[config.mk]
export PLATFORM = sky130hd
export DESIGN_NAME = snoop_inval_ctrl
export DESIGN_NICKNAME = d
export VERILOG_FILES = /design/src/rtl/coh_pkg.sv /design/src/rtl/coh_arb.sv /design/src/rtl/coh_mem.sv /design/src/rtl/coh_cache.sv /design/src/rtl/snoop_inval_ctrl.sv
export SDC_FILE = /design/constraint.sdc
export NUM_CORES = 2
export LEC_CHECK = 0
export CAP_MARGIN = 20
export CORE_ASPECT_RATIO = 0.75
export CORE_MARGIN = 3
export CORE_UTILIZATION = 50
export DETAILED_ROUTE_END_ITERATION = 7
export DONT_BUFFER_PORTS = 1
export PLACE_DENSITY = 0.68
export SYNTH_ARGS = -nofsm -noshare
export SYNTH_HDL_FRONTEND = slang
export SYNTH_SLANG_ARGS = --single-unit
[constraint.sdc]
create_clock -name clk_i -period 2.8 [get_ports clk_i]
set_input_delay 0.56 -clock clk_i [delete_from_list [all_inputs] [get_ports clk_i]]
set_output_delay 0.56 -clock clk_i [all_outputs]
set_load 0.03 [all_outputs]
[src/rtl/coh_pkg.sv]
package coh_pkg;
  typedef enum logic [1:0] {
    ST_IDLE = 2'd0,
    ST_BUS  = 2'd1,
    ST_DONE = 2'd2
  } cache_st_e;
endpackage

[src/rtl/coh_arb.sv]
module coh_arb #(
  parameter int unsigned N = 2
) (
  input  logic         clk_i,
  input  logic         rst_ni,
  input  logic [N-1:0] req_i,
  output logic [N-1:0] gnt_o
);
  // lowest index wins
  always_comb begin
    logic taken;
    taken = 1'b0;
    for (int i = 0; i < N; i++) begin
      gnt_o[i] = req_i[i] & ~taken;
      taken    = taken | req_i[i];
    end
  end

  a_r7_one_owner: assert property (@(posedge clk_i) disable iff (!rst_ni)
    $onehot0(gnt_o));
  a_r7_grant_needs_req: assert property (@(posedge clk_i) disable iff (!rst_ni)
    (gnt_o & ~req_i) == '0);
endmodule

[src/rtl/coh_mem.sv]
module coh_mem #(
  parameter int unsigned ADDR_W = 6,
  parameter int unsigned DATA_W = 16
) (
  input  logic              clk_i,
  input  logic              rst_ni,
  input  logic              bus_valid_i,
  input  logic              bus_we_i,
  input  logic [ADDR_W-1:0] bus_addr_i,
  input  logic [DATA_W-1:0] bus_wdata_i,
  output logic [DATA_W-1:0] bus_rdata_o
);
  localparam int unsigned DEPTH = 1 << ADDR_W;

  logic [DATA_W-1:0] mem_q [DEPTH];

  always_ff @(posedge clk_i or negedge rst_ni) begin
    if (!rst_ni) begin
      for (int i = 0; i < DEPTH; i++) mem_q[i] <= DATA_W'(i);
    end else if (bus_valid_i && bus_we_i) begin
      mem_q[bus_addr_i] <= bus_wdata_i;
    end
  end

  assign bus_rdata_o = mem_q[bus_addr_i];

  a_r4_mem_written: assert property (@(posedge clk_i) disable iff (!rst_ni)
    bus_valid_i && bus_we_i |=> mem_q[$past(bus_addr_i)] == $past(bus_wdata_i));
endmodule

[src/rtl/coh_cache.sv]
module coh_cache
  import coh_pkg::*;
#(
  parameter int unsigned ADDR_W = 6,
  parameter int unsigned DATA_W = 16,
  parameter int unsigned LINES  = 8
) (
  input  logic              clk_i,
  input  logic              rst_ni,
  input  logic              req_i,
  input  logic              we_i,
  input  logic [ADDR_W-1:0] addr_i,
  input  logic [DATA_W-1:0] wdata_i,
  output logic              ack_o,
  output logic [DATA_W-1:0] rdata_o,
  output logic              bus_req_o,
  output logic              bus_we_o,
  output logic [ADDR_W-1:0] bus_addr_o,
  output logic [DATA_W-1:0] bus_wdata_o,
  input  logic              gnt_i,
  input  logic [DATA_W-1:0] bus_rdata_i,
  input  logic              snp_valid_i,
  input  logic [ADDR_W-1:0] snp_addr_i
);
  localparam int unsigned IDX_W = $clog2(LINES);
  localparam int unsigned TAG_W = ADDR_W - IDX_W;

  cache_st_e         state_q;
  logic [LINES-1:0]  valid_q;
  logic [TAG_W-1:0]  tag_q  [LINES];
  logic [DATA_W-1:0] data_q [LINES];
  logic              ack_q;
  logic [DATA_W-1:0] rdata_q;
  logic              op_we_q;
  logic [ADDR_W-1:0] op_addr_q;
  logic [DATA_W-1:0] op_wdata_q;

  logic [IDX_W-1:0]  in_idx, snp_idx, op_idx;
  logic [TAG_W-1:0]  in_tag, snp_tag, op_tag;
  logic              snp_kill, hit, snp_match;
  logic [DATA_W-1:0] fill_data;

  assign in_idx  = addr_i[IDX_W-1:0];
  assign in_tag  = addr_i[ADDR_W-1:IDX_W];
  assign snp_idx = snp_addr_i[IDX_W-1:0];
  assign snp_tag = snp_addr_i[ADDR_W-1:IDX_W];
  assign op_idx  = op_addr_q[IDX_W-1:0];
  assign op_tag  = op_addr_q[ADDR_W-1:IDX_W];

  // a copy being invalidated this cycle must not serve a hit
  assign snp_kill  = snp_valid_i && (snp_addr_i == addr_i);
  assign hit       = valid_q[in_idx] && (tag_q[in_idx] == in_tag) && !snp_kill;
  assign snp_match = snp_valid_i && valid_q[snp_idx] && (tag_q[snp_idx] == snp_tag);
  assign fill_data = op_we_q ? op_wdata_q : bus_rdata_i;

  always_ff @(posedge clk_i or negedge rst_ni) begin
    if (!rst_ni) begin
      state_q    <= ST_IDLE;
      valid_q    <= '0;
      ack_q      <= 1'b0;
      rdata_q    <= '0;
      op_we_q    <= 1'b0;
      op_addr_q  <= '0;
      op_wdata_q <= '0;
      for (int i = 0; i < LINES; i++) begin
        tag_q[i]  <= '0;
        data_q[i] <= '0;
      end
    end else begin
      ack_q <= 1'b0;
      if (snp_match) valid_q[snp_idx] <= 1'b0;
      unique case (state_q)
        ST_IDLE: begin
          if (req_i) begin
            op_we_q    <= we_i;
            op_addr_q  <= addr_i;
            op_wdata_q <= wdata_i;
            if (!we_i && hit) begin
              rdata_q <= data_q[in_idx];
              ack_q   <= 1'b1;
              state_q <= ST_DONE;
            end else begin
              state_q <= ST_BUS;
            end
          end
        end
        ST_BUS: begin
          if (gnt_i) begin
            valid_q[op_idx] <= 1'b1;
            tag_q[op_idx]   <= op_tag;
            data_q[op_idx]  <= fill_data;
            rdata_q         <= fill_data;
            ack_q           <= 1'b1;
            state_q         <= ST_DONE;
          end
        end
        default: state_q <= ST_IDLE;
      endcase
    end
  end

  assign ack_o       = ack_q;
  assign rdata_o     = rdata_q;
  assign bus_req_o   = (state_q == ST_BUS);
  assign bus_we_o    = op_we_q;
  assign bus_addr_o  = op_addr_q;
  assign bus_wdata_o = op_wdata_q;

  a_r2_hit_one_cycle: assert property (@(posedge clk_i) disable iff (!rst_ni)
    (state_q == ST_IDLE) && req_i && !we_i && hit
      |=> ack_o && (rdata_o == $past(data_q[in_idx])));
  a_r3_fill_returns_bus: assert property (@(posedge clk_i) disable iff (!rst_ni)
    (state_q == ST_BUS) && gnt_i && !op_we_q |=> ack_o && (rdata_o == $past(bus_rdata_i)));
  a_r4_ack_pulse: assert property (@(posedge clk_i) disable iff (!rst_ni)
    ack_o |=> !ack_o);
  a_r4_write_waits_bus: assert property (@(posedge clk_i) disable iff (!rst_ni)
    (state_q == ST_BUS) && !gnt_i |=> !ack_o);
  a_r5_snoop_drops: assert property (@(posedge clk_i) disable iff (!rst_ni)
    snp_match |=> !valid_q[$past(snp_idx)]);
endmodule

[src/rtl/snoop_inval_ctrl.sv]
module snoop_inval_ctrl #(
  parameter int unsigned ADDR_W = 6,
  parameter int unsigned DATA_W = 16,
  parameter int unsigned LINES  = 8
) (
  input  logic              clk_i,
  input  logic              rst_ni,
  input  logic              a_req_i,
  input  logic              a_we_i,
  input  logic [ADDR_W-1:0] a_addr_i,
  input  logic [DATA_W-1:0] a_wdata_i,
  output logic              a_ack_o,
  output logic [DATA_W-1:0] a_rdata_o,
  input  logic              b_req_i,
  input  logic              b_we_i,
  input  logic [ADDR_W-1:0] b_addr_i,
  input  logic [DATA_W-1:0] b_wdata_i,
  output logic              b_ack_o,
  output logic [DATA_W-1:0] b_rdata_o
);
  localparam int unsigned NC = 2;

  logic              p_req   [NC];
  logic              p_we    [NC];
  logic [ADDR_W-1:0] p_addr  [NC];
  logic [DATA_W-1:0] p_wdata [NC];
  logic              p_ack   [NC];
  logic [DATA_W-1:0] p_rdata [NC];

  logic [NC-1:0]     c_req, gnt;
  logic              c_we    [NC];
  logic [ADDR_W-1:0] c_addr  [NC];
  logic [DATA_W-1:0] c_wdata [NC];

  logic              bus_valid, bus_we;
  logic [ADDR_W-1:0] bus_addr;
  logic [DATA_W-1:0] bus_wdata, bus_rdata;

  assign p_req[0] = a_req_i;  assign p_we[0] = a_we_i;
  assign p_addr[0] = a_addr_i; assign p_wdata[0] = a_wdata_i;
  assign p_req[1] = b_req_i;  assign p_we[1] = b_we_i;
  assign p_addr[1] = b_addr_i; assign p_wdata[1] = b_wdata_i;
  assign a_ack_o = p_ack[0];   assign a_rdata_o = p_rdata[0];
  assign b_ack_o = p_ack[1];   assign b_rdata_o = p_rdata[1];

  for (genvar g = 0; g < NC; g++) begin : g_cache
    coh_cache #(.ADDR_W(ADDR_W), .DATA_W(DATA_W), .LINES(LINES)) u_cache (
      .clk_i       (clk_i),
      .rst_ni      (rst_ni),
      .req_i       (p_req[g]),
      .we_i        (p_we[g]),
      .addr_i      (p_addr[g]),
      .wdata_i     (p_wdata[g]),
      .ack_o       (p_ack[g]),
      .rdata_o     (p_rdata[g]),
      .bus_req_o   (c_req[g]),
      .bus_we_o    (c_we[g]),
      .bus_addr_o  (c_addr[g]),
      .bus_wdata_o (c_wdata[g]),
      .gnt_i       (gnt[g]),
      .bus_rdata_i (bus_rdata),
      .snp_valid_i (bus_valid && bus_we && !gnt[g]),
      .snp_addr_i  (bus_addr)
    );
  end

  coh_arb #(.N(NC)) u_arb (
    .clk_i  (clk_i),
    .rst_ni (rst_ni),
    .req_i  (c_req),
    .gnt_o  (gnt)
  );

  always_comb begin
    bus_valid = |gnt;
    bus_we    = 1'b0;
    bus_addr  = '0;
    bus_wdata = '0;
    for (int i = 0; i < NC; i++) begin
      if (gnt[i]) begin
        bus_we    = c_we[i];
        bus_addr  = c_addr[i];
        bus_wdata = c_wdata[i];
      end
    end
  end

  coh_mem #(.ADDR_W(ADDR_W), .DATA_W(DATA_W)) u_mem (
    .clk_i       (clk_i),
    .rst_ni      (rst_ni),
    .bus_valid_i (bus_valid),
    .bus_we_i    (bus_we),
    .bus_addr_i  (bus_addr),
    .bus_wdata_i (bus_wdata),
    .bus_rdata_o (bus_rdata)
  );

  a_r7_a_first: assert property (@(posedge clk_i) disable iff (!rst_ni)
    c_req[0] |-> !gnt[1]);
  a_r4_one_cycle_acks: assert property (@(posedge clk_i) disable iff (!rst_ni)
    a_ack_o |=> !a_ack_o);
endmodule

Yosys cells after proc, flatten, opt, wreduce, memory -nomap -nowiden
Cells that the tools add are included.

word-level totals
  register bits = 1428
  latch bits = 0
  bits in writable memories = 0
  bits in read-only memories = 0
  input bits = 50
  output and inout port bits = 34
  word-level logic and storage cells = 275
  memories kept = 0

cells by class
  $add $sub $neg = 0
  multiply operators = 0
  divide/modulo/power cells = 0
  $lt $le $gt $ge = 17
  equal/unequal tests = 13
  shift-type cells = 0
  mux-type cells = 84
  bitwise operators = 13
  reductions and logical operators = 38

operator list
  cell                                                number
  bitwise mux 1024 bit                                1
  two-way mux 16 bit                                  18
  bitwise mux 128 bit                                 2
  binary-select mux 16 bit (select 3 bit)             2
  binary-select mux 16 bit (select 6 bit)             1
  demux 16 bit (select 3 bit)                         2
  demux 16 bit (select 6 bit)                         1
  one-hot mux 16 bit (2 select lines)                 2
  bitwise mux 24 bit                                  2
  two-way mux 8 bit                                   5
  binary-select mux 3 bit (select 3 bit)              4
  two-way mux 3 bit                                   10
  logical AND 1 bit                                   21
  >= comparator 4 bit, second input constant          5
  < comparator 3 x 4 -> 1 bit, second input constant  5
  NOT 3 -> 4 bit                                      5
  demux 3 bit (select 3 bit)                          2
  bitwise AND 8 bit                                   2
  OR 8 bit                                            2
  two-way mux 1 bit                                   14
  binary-select mux 1 bit (select 3 bit)              4
  equality test 3 bit                                 4
  equality test 6 bit                                 2
  two-way mux 6 bit                                   2
  22 further kinds                                    47

Logic depth before layout (Yosys ltp)
  depth after elaboration = 14
  depth in mapped cells = 16
  mapped depth without buffers = 8

Hierarchy
From an unflattened synthesis, not the netlist that was laid out.

second synthesis, totals
  cells, all modules = 5210
  area, all modules = 66411.2 sq um

by module, submodules not included
  module                           instances  cells each  area each (sq um)  sequential area each (sq um)
  coh_mem                          1          3454        47224.0            25864.8
  coh_cache at g_cache[0].u_cache  1          861         9484.1             5054.8
  coh_cache at g_cache[1].u_cache  1          855         9385.3             5054.8
  snoop_inval_ctrl                 1          38          296.5              0.0
  coh_arb                          1          2           21.3               0.0

Worst setup path after synthesis
Ideal clock, no wire load.

  path kind = input -> register
  start = in a_addr_i[0]
  end = reg g_cache[0].u_cache.rdata_q[10]
  setup time = 0.133 ns
  data arrival time = 2.941 ns
  data required time = 2.667 ns
  setup slack = -0.274 ns
  cell stages on the path = 11
  path buffers = 3
  cell sequence = buf_2 -> buf_2 -> mux4_2 -> mux2i_1 -> xor2_1 -> nand4_1 -> nor3_1 -> clkbuf_1 -> a21oi_1 -> a21oi_1 -> o21ai_0

on the way
  cells in the longest elaborated chain, start to end = 10
  elaborated cells on any way between the ends = 21
  classes of those cells = 3 x eq/ne; 11 x mux; 1 x bitwise; 6 x reduce/logical

RTL lines
  what                                                   line                              text
  from (decl)                                            snoop_inval_ctrl.sv:10            input logic [ADDR_W-1:0] a_addr_i,
  NOT 3 -> 4 bit (not written as such)                   coh_cache.sv:52, coh_cache.sv:79
  binary-select mux 3 bit (select 3 bit)                 coh_cache.sv:52                   assign hit = valid_q[in_idx] && (tag_q[in_idx] == in_tag) && !snp_kill;
  two-way mux 3 bit (not written as such) (2 in series)  coh_cache.sv:52
  equality test 3 bit                                    coh_cache.sv:52
  logical AND 1 bit (2 in series)                        coh_cache.sv:52
  logical AND 1 bit                                      coh_cache.sv:78                   if (!we_i && hit) begin
  inequality test 2 x 1 -> 1 bit (no source line)        n/a
  AND reduction 3 bit (no source line)                   n/a
  to (signal assigned)                                   coh_cache.sv:79                   rdata_q <= data_q[in_idx];
  to (signal assigned)                                   coh_cache.sv:92                   rdata_q <= fill_data;
  to (decl)                                              coh_cache.sv:33                   logic [DATA_W-1:0] rdata_q;

Several ways; a longest one is shown, not always the timed one. The select of a mux whose other input is x is not followed.
A chain may end at the register's enable or synchronous reset.

Final worst setup path
  start = reg g_cache[0].u_cache.state_q[1]
  end = reg g_cache[0].u_cache.data_q[55] (netlist bit)

on the way
  cells in the longest elaborated chain, start to end = 10
  elaborated cells on any way between the ends = 11
  classes of those cells = 1 x eq/ne; 7 x mux; 3 x bitwise

RTL lines
  what                                                    line                               text
  from (decl)                                             coh_cache.sv:28                    cache_st_e state_q;
  from (signal assigned)                                  coh_cache.sv:58                    state_q <= ST_IDLE;
  from (signal assigned)                                  coh_cache.sv:81                    state_q <= ST_DONE;
  from (signal assigned)                                  coh_cache.sv:83                    state_q <= ST_BUS;
  equality test 2 x 1 -> 1 bit *                          coh_cache.sv:72, coh_cache.sv:104
  NOT 1 bit                                               coh_arb.sv:14                      gnt_o[i] = req_i[i] & ~taken;
  bitwise AND 1 bit                                       coh_arb.sv:14
  two-way mux 6 bit                                       snoop_inval_ctrl.sv:80             if (gnt[i]) begin
  NOT 6 -> 7 bit (not written as such)                    coh_mem.sv:25                      assign bus_rdata_o = mem_q[bus_addr_i];
  binary-select mux 16 bit (select 6 bit)                 coh_mem.sv:25
  two-way mux 16 bit (not written as such) (2 in series)  coh_mem.sv:25
  two-way mux 16 bit                                      coh_cache.sv:54                    assign fill_data = op_we_q ? op_wdata_q : bus_rdata_i;
  bitwise mux 128 bit                                     coh_cache.sv:91                    data_q[op_idx] <= fill_data;
  to (signal, indexed assignment)                         coh_cache.sv:91
  to (decl)                                               coh_cache.sv:31                    logic [DATA_W-1:0] data_q [LINES];

Every way passes the cells marked *; elsewhere a longest branch is shown, timed or not. The select of a mux whose other input is x is not followed.

==> metrics.md <==
| Metric | Value |
|---|---|
| Run status | `finished, violations left` |
| Violations in the final reports | `DRC, hold timing, setup timing` |
| Cell breakdown of the critical path | `nand2b_4 > buf_12 > buf_12 > buf_4 > a32o_2 > buf_12 > a32oi_1 > a22o_1 > a31oi_2 > buf_6 > a21oi_4 > and4_4 > bufbuf_16 > o21ai_0` |
| Clock tree from TritonCTS | `built` |
| Shortest period the worst path allows | `~3.4 ns` |
| Crit Reg-Reg Endpoint | `g_cache[0].u_cache.data_q[55]` |
| Worst Setup Path Type | `reg2reg` |
| Final hold violation count | `233` |
| Post-synth EDFFs | `0` |
| Number of global-route vias before repair | `approximately 53000` |
| Total routed wirelength | `233000 µm` |
| Post-synth net total | `roughly 6800` |
| Most frequent cells after synthesis | `sky130_fd_sc_hd__dfrtp_1 (1236), sky130_fd_sc_hd__a21oi_1 (1025), sky130_fd_sc_hd__nor2_1 (986)` |
| Total of fill cells in the finished design | `a little over 10000` |
| Arrival @ worst endpoint | `~4 ns` |
| Clock-pin slew reported for the worst setup and hold paths after clock tree synthesis | `about 0.07 ns` |
| Average via count per standard cell | `6.45` |
| R2R Setup Slk | `-0.64 ns` |
| Peak fanout along the critical path | `24` |
| Async S/R FF share, synth | `100%` |
| Router iterations before antenna repair | `8` |
| Std cell rows | `around 110` |
| Worst slew slack as a fraction of its limit | `under 10%` |
| I/O Buffers | `0` |
| Dpl cells | `between 8000 and 9000` |
| Most common cell type on the critical path | `sky130_fd_sc_hd__buf_12` |
| Io pins | `84` |
| Path type of the worst min-delay path | `in2async` |
| Maximum achievable frequency | `around 290 MHz` |
| Worst Hold Margin | `-0.529 ns` |
| Static power due to leakage | `~33 nW` |
| Share of the yosys chip area belonging to registers | `between 50% and 60%` |
| Critical-path cell with the highest stage delay | `sky130_fd_sc_hd__dfrtp_1` |
| Area growth, synth to finish | `20.7%` |
| Num CTS Buffers | `~140` |
| Dominant synthesized flop cell | `sky130_fd_sc_hd__dfrtp_1` |
| Leading post-synthesis cells by cell area | `sky130_fd_sc_hd__dfrtp_1 (48%), sky130_fd_sc_hd__a21oi_1 (8.0%), sky130_fd_sc_hd__dfstp_2 (7.8%)` |
| GR met3 Demand/Resource | `a little over an eighth` |
| Source of the critical timing path | `g_cache[0].u_cache.state_q[1]` |
| Largest area contributor in the synthesized netlist | `sky130_fd_sc_hd__dfrtp_1` |
| Number of clock sinks | `1428` |
| Reg2reg path depth | `14` |
| Non-filler cells in the finished layout | `roughly 8700` |
| Total Die Area | `about 130000 µm²` |
| Finish-stage setup viols | `846` |
| Nature of the critical path startpoint | `flip-flop` |
| Dpl ws | `-1.04 ns` |
| Post-Synthesis Cell Area | `~64000 µm²` |
| Number of library cell types mapped by synthesis | `75` |
| DRT antenna net count | `0` |
| Power Density | `approximately 1100 nW/µm²` |
| Category of the worst setup path capture point | `flip-flop` |
| Average footprint of a synthesized cell | `9.62 µm²` |
| Effective utilization at floorplan | `50.7%` |
| Area share of the largest cell type after synthesis | `between 40% and 50%` |
| Buffer levels on the longest clock path | `3` |
| Initial antenna violation count | `10` |
| CTS H-tree lvls | `4` |
| Final HPWL DP | `144000 µm` |
| Worst Tran Pin Value | `1.45 ns` |
| Skew final | `about 0.046 ns` |
| Number of pins exceeding their max-slew limit in the final report | `0` |
| Slowest cell delay on critical path | `0.41 ns` |
| Number of DRC violations after detailed routing | `1` |
| Required time worst endpoint | `between 3 and 4 ns` |
| Via Count | `approximately 56000` |
| Met1 track utilization from global routing | `49.9%` |
| Die width | `around 420 µm` |
| Ratio of final minimum period to clock period | `123%` |
| RSZ-0062 raised after global routing | `true` |
| Core outline area | `127000 µm²` |
| Instance count of the mapped netlist | `roughly 6700` |
| Pin count of the biggest net entering global routing | `252` |
| Global-route wire length before repair | `~350000 µm` |
| Mean routed wirelength per cell | `approximately 27 µm` |
| Fraction of final layout cells sized beyond drive strength 1 | `between 20% and 30%` |
| Worst IR Drop VDD | `938 µV` |
| Total grt overflow | `0` |
| Weighted congestion at the end of routability-driven global placement | `approximately 1.0` |
| Register bit total from synthesis | `approximately 1400` |
| DR iter-0 viols | `about 8100` |
| Worst setup endpoint | `g_cache[0].u_cache.data_q[55]` |
| Startpoint of the lowest-slack register-to-register path | `g_cache[0].u_cache.state_q[1]` |
| Global routing usage on met2 | `a little under half` |
| Overall Global Routing Usage | `between 30% and 40%` |
| Sum of negative setup slack | `-166.10 ns` |
| Warning count from the yosys run | `0` |
| Most congested layer reported by global routing | `met1` |
| Clock latency on the worst-skew pair | `about 0.8 ns` |
| Vertical die dimension | `~320 µm` |
| Most instantiated library cell after synthesis | `sky130_fd_sc_hd__dfrtp_1` |
| Reported max-cap violation count | `0` |
| Post-layout net count | `6937` |
| Crit path setup slack, layout | `-0.642 ns` |
| Clock tree root driver cell | `sky130_fd_sc_hd__clkbuf_16` |
## per-stage QoR
step / util, % / total power [W] / instance area, µm²
finish: 61.2 / 0.0882 / 77800
floorplan: - / 0.0480 / 64600
CTS: 60.5 / 0.0855 / 76900
global placement: 55.6 / 0.0629 / 70800
detailed placement: 55.6 / 0.0639 / 70800
global route: 61.1 / 0.0915 / 77800
## layout by cell type (no fill, tap or decap), drive strengths merged, types with 49 or more instances in the layout
cell         instances
dfstp              192
a221oi             118
buf                633
o21ai              821
a21oi             1025
nand3               93
mux2i              129
dfrtp             1236
clkbuf             217
nand2              630
o31ai               58
nor2               988
a22o               133
nand4               68
mux4                80
dlygate4sd3         49
mux2                68
o22ai               57
a22oi               52
## worst min-delay path by stage
stage                                       end  depth (start not counted)
2_1_floorplan          g_cache[0].u_cache.ack_o                          0
3_3_place_gp      g_cache[1].u_cache.data_q[47]                          0
3_5_place_dp      g_cache[1].u_cache.data_q[15]                          0
4_1_cts        g_cache[1].u_cache.bus_addr_o[4]                          0
5_1_grt           g_cache[1].u_cache.data_q[43]                          0
6_report          g_cache[1].u_cache.data_q[52]                          0
## repair_timing
item                                     CTS  global route
hold buffers                              49             2
hold endpoints to repair                 214           137
endpoints found under the setup margin  1163          1316
gates cloned                               8             5
gates resized for setup                  142           106
pin swaps                                 15            40
buffers inserted                          18            22
## cell type report
type / instances / area [µm²] / area share, %
flip-flops and latches: 1428 / 36000 / 46.2
multi-input cells: 4612 / 27000 / 34.6
repair buffers: 692 / 7990 / 10.3
clock buffers: 211 / 4140 / 5.32
well taps: 1667 / 2090 / 2.68
clock inverters: 46 / 611 / 0.785
inverters: 12 / 45.0 / 0.0579
diodes: 7 / 17.5 / 0.0225
## critical path: cells and delay by family (launching register included)
kind                   cells  cell delay, ns
AND/OR/NAND/NOR            2            0.57
flip-flops                 1            0.41
AO/OA/AOI/OAI              6            1.18
buffers and inverters      6            1.11
## logic make-up (layout without fill, tap and decap cells)
group	Yosys count	in the layout	synth area share [%]
simple gates	1934	1934	12.5
mux	277	277	5.99
compound gates	2377	2378	21.2
buf+inv	665	961	4.24
flops	1428	1428	55.8
xor+xnor	23	23	0.312
other cells	0	7	0
## power breakdown
part           internal (W)  switching (W)  total, W
clock                0.0114        0.00839    0.0198
combinational        0.0141         0.0226    0.0367
sequential           0.0271        0.00458    0.0316
total                0.0526         0.0356    0.0882
## routing by layer
metal	share of wire (%)	vias up
met2	40	3487
li1	-	24100
met3	15	585
met1	41	27800
met4	4.0	6
met5	0.085	-
## state kept, by name, summed over array words and instances, names as in the netlist
register,flops
g_cache.u_cache.ack_o,2
g_cache.u_cache.valid_q,16
g_cache.u_cache.tag_q,48
g_cache.u_cache.bus_addr_o,12
g_cache.u_cache.state_q,4
g_cache.u_cache.data_q,256
g_cache.u_cache.bus_wdata_o,32
u_mem.mem_q,1024
g_cache.u_cache.bus_we_o,2
g_cache.u_cache.rdata_o,32
No activity file was read; power rests on OpenSTA's default activity.
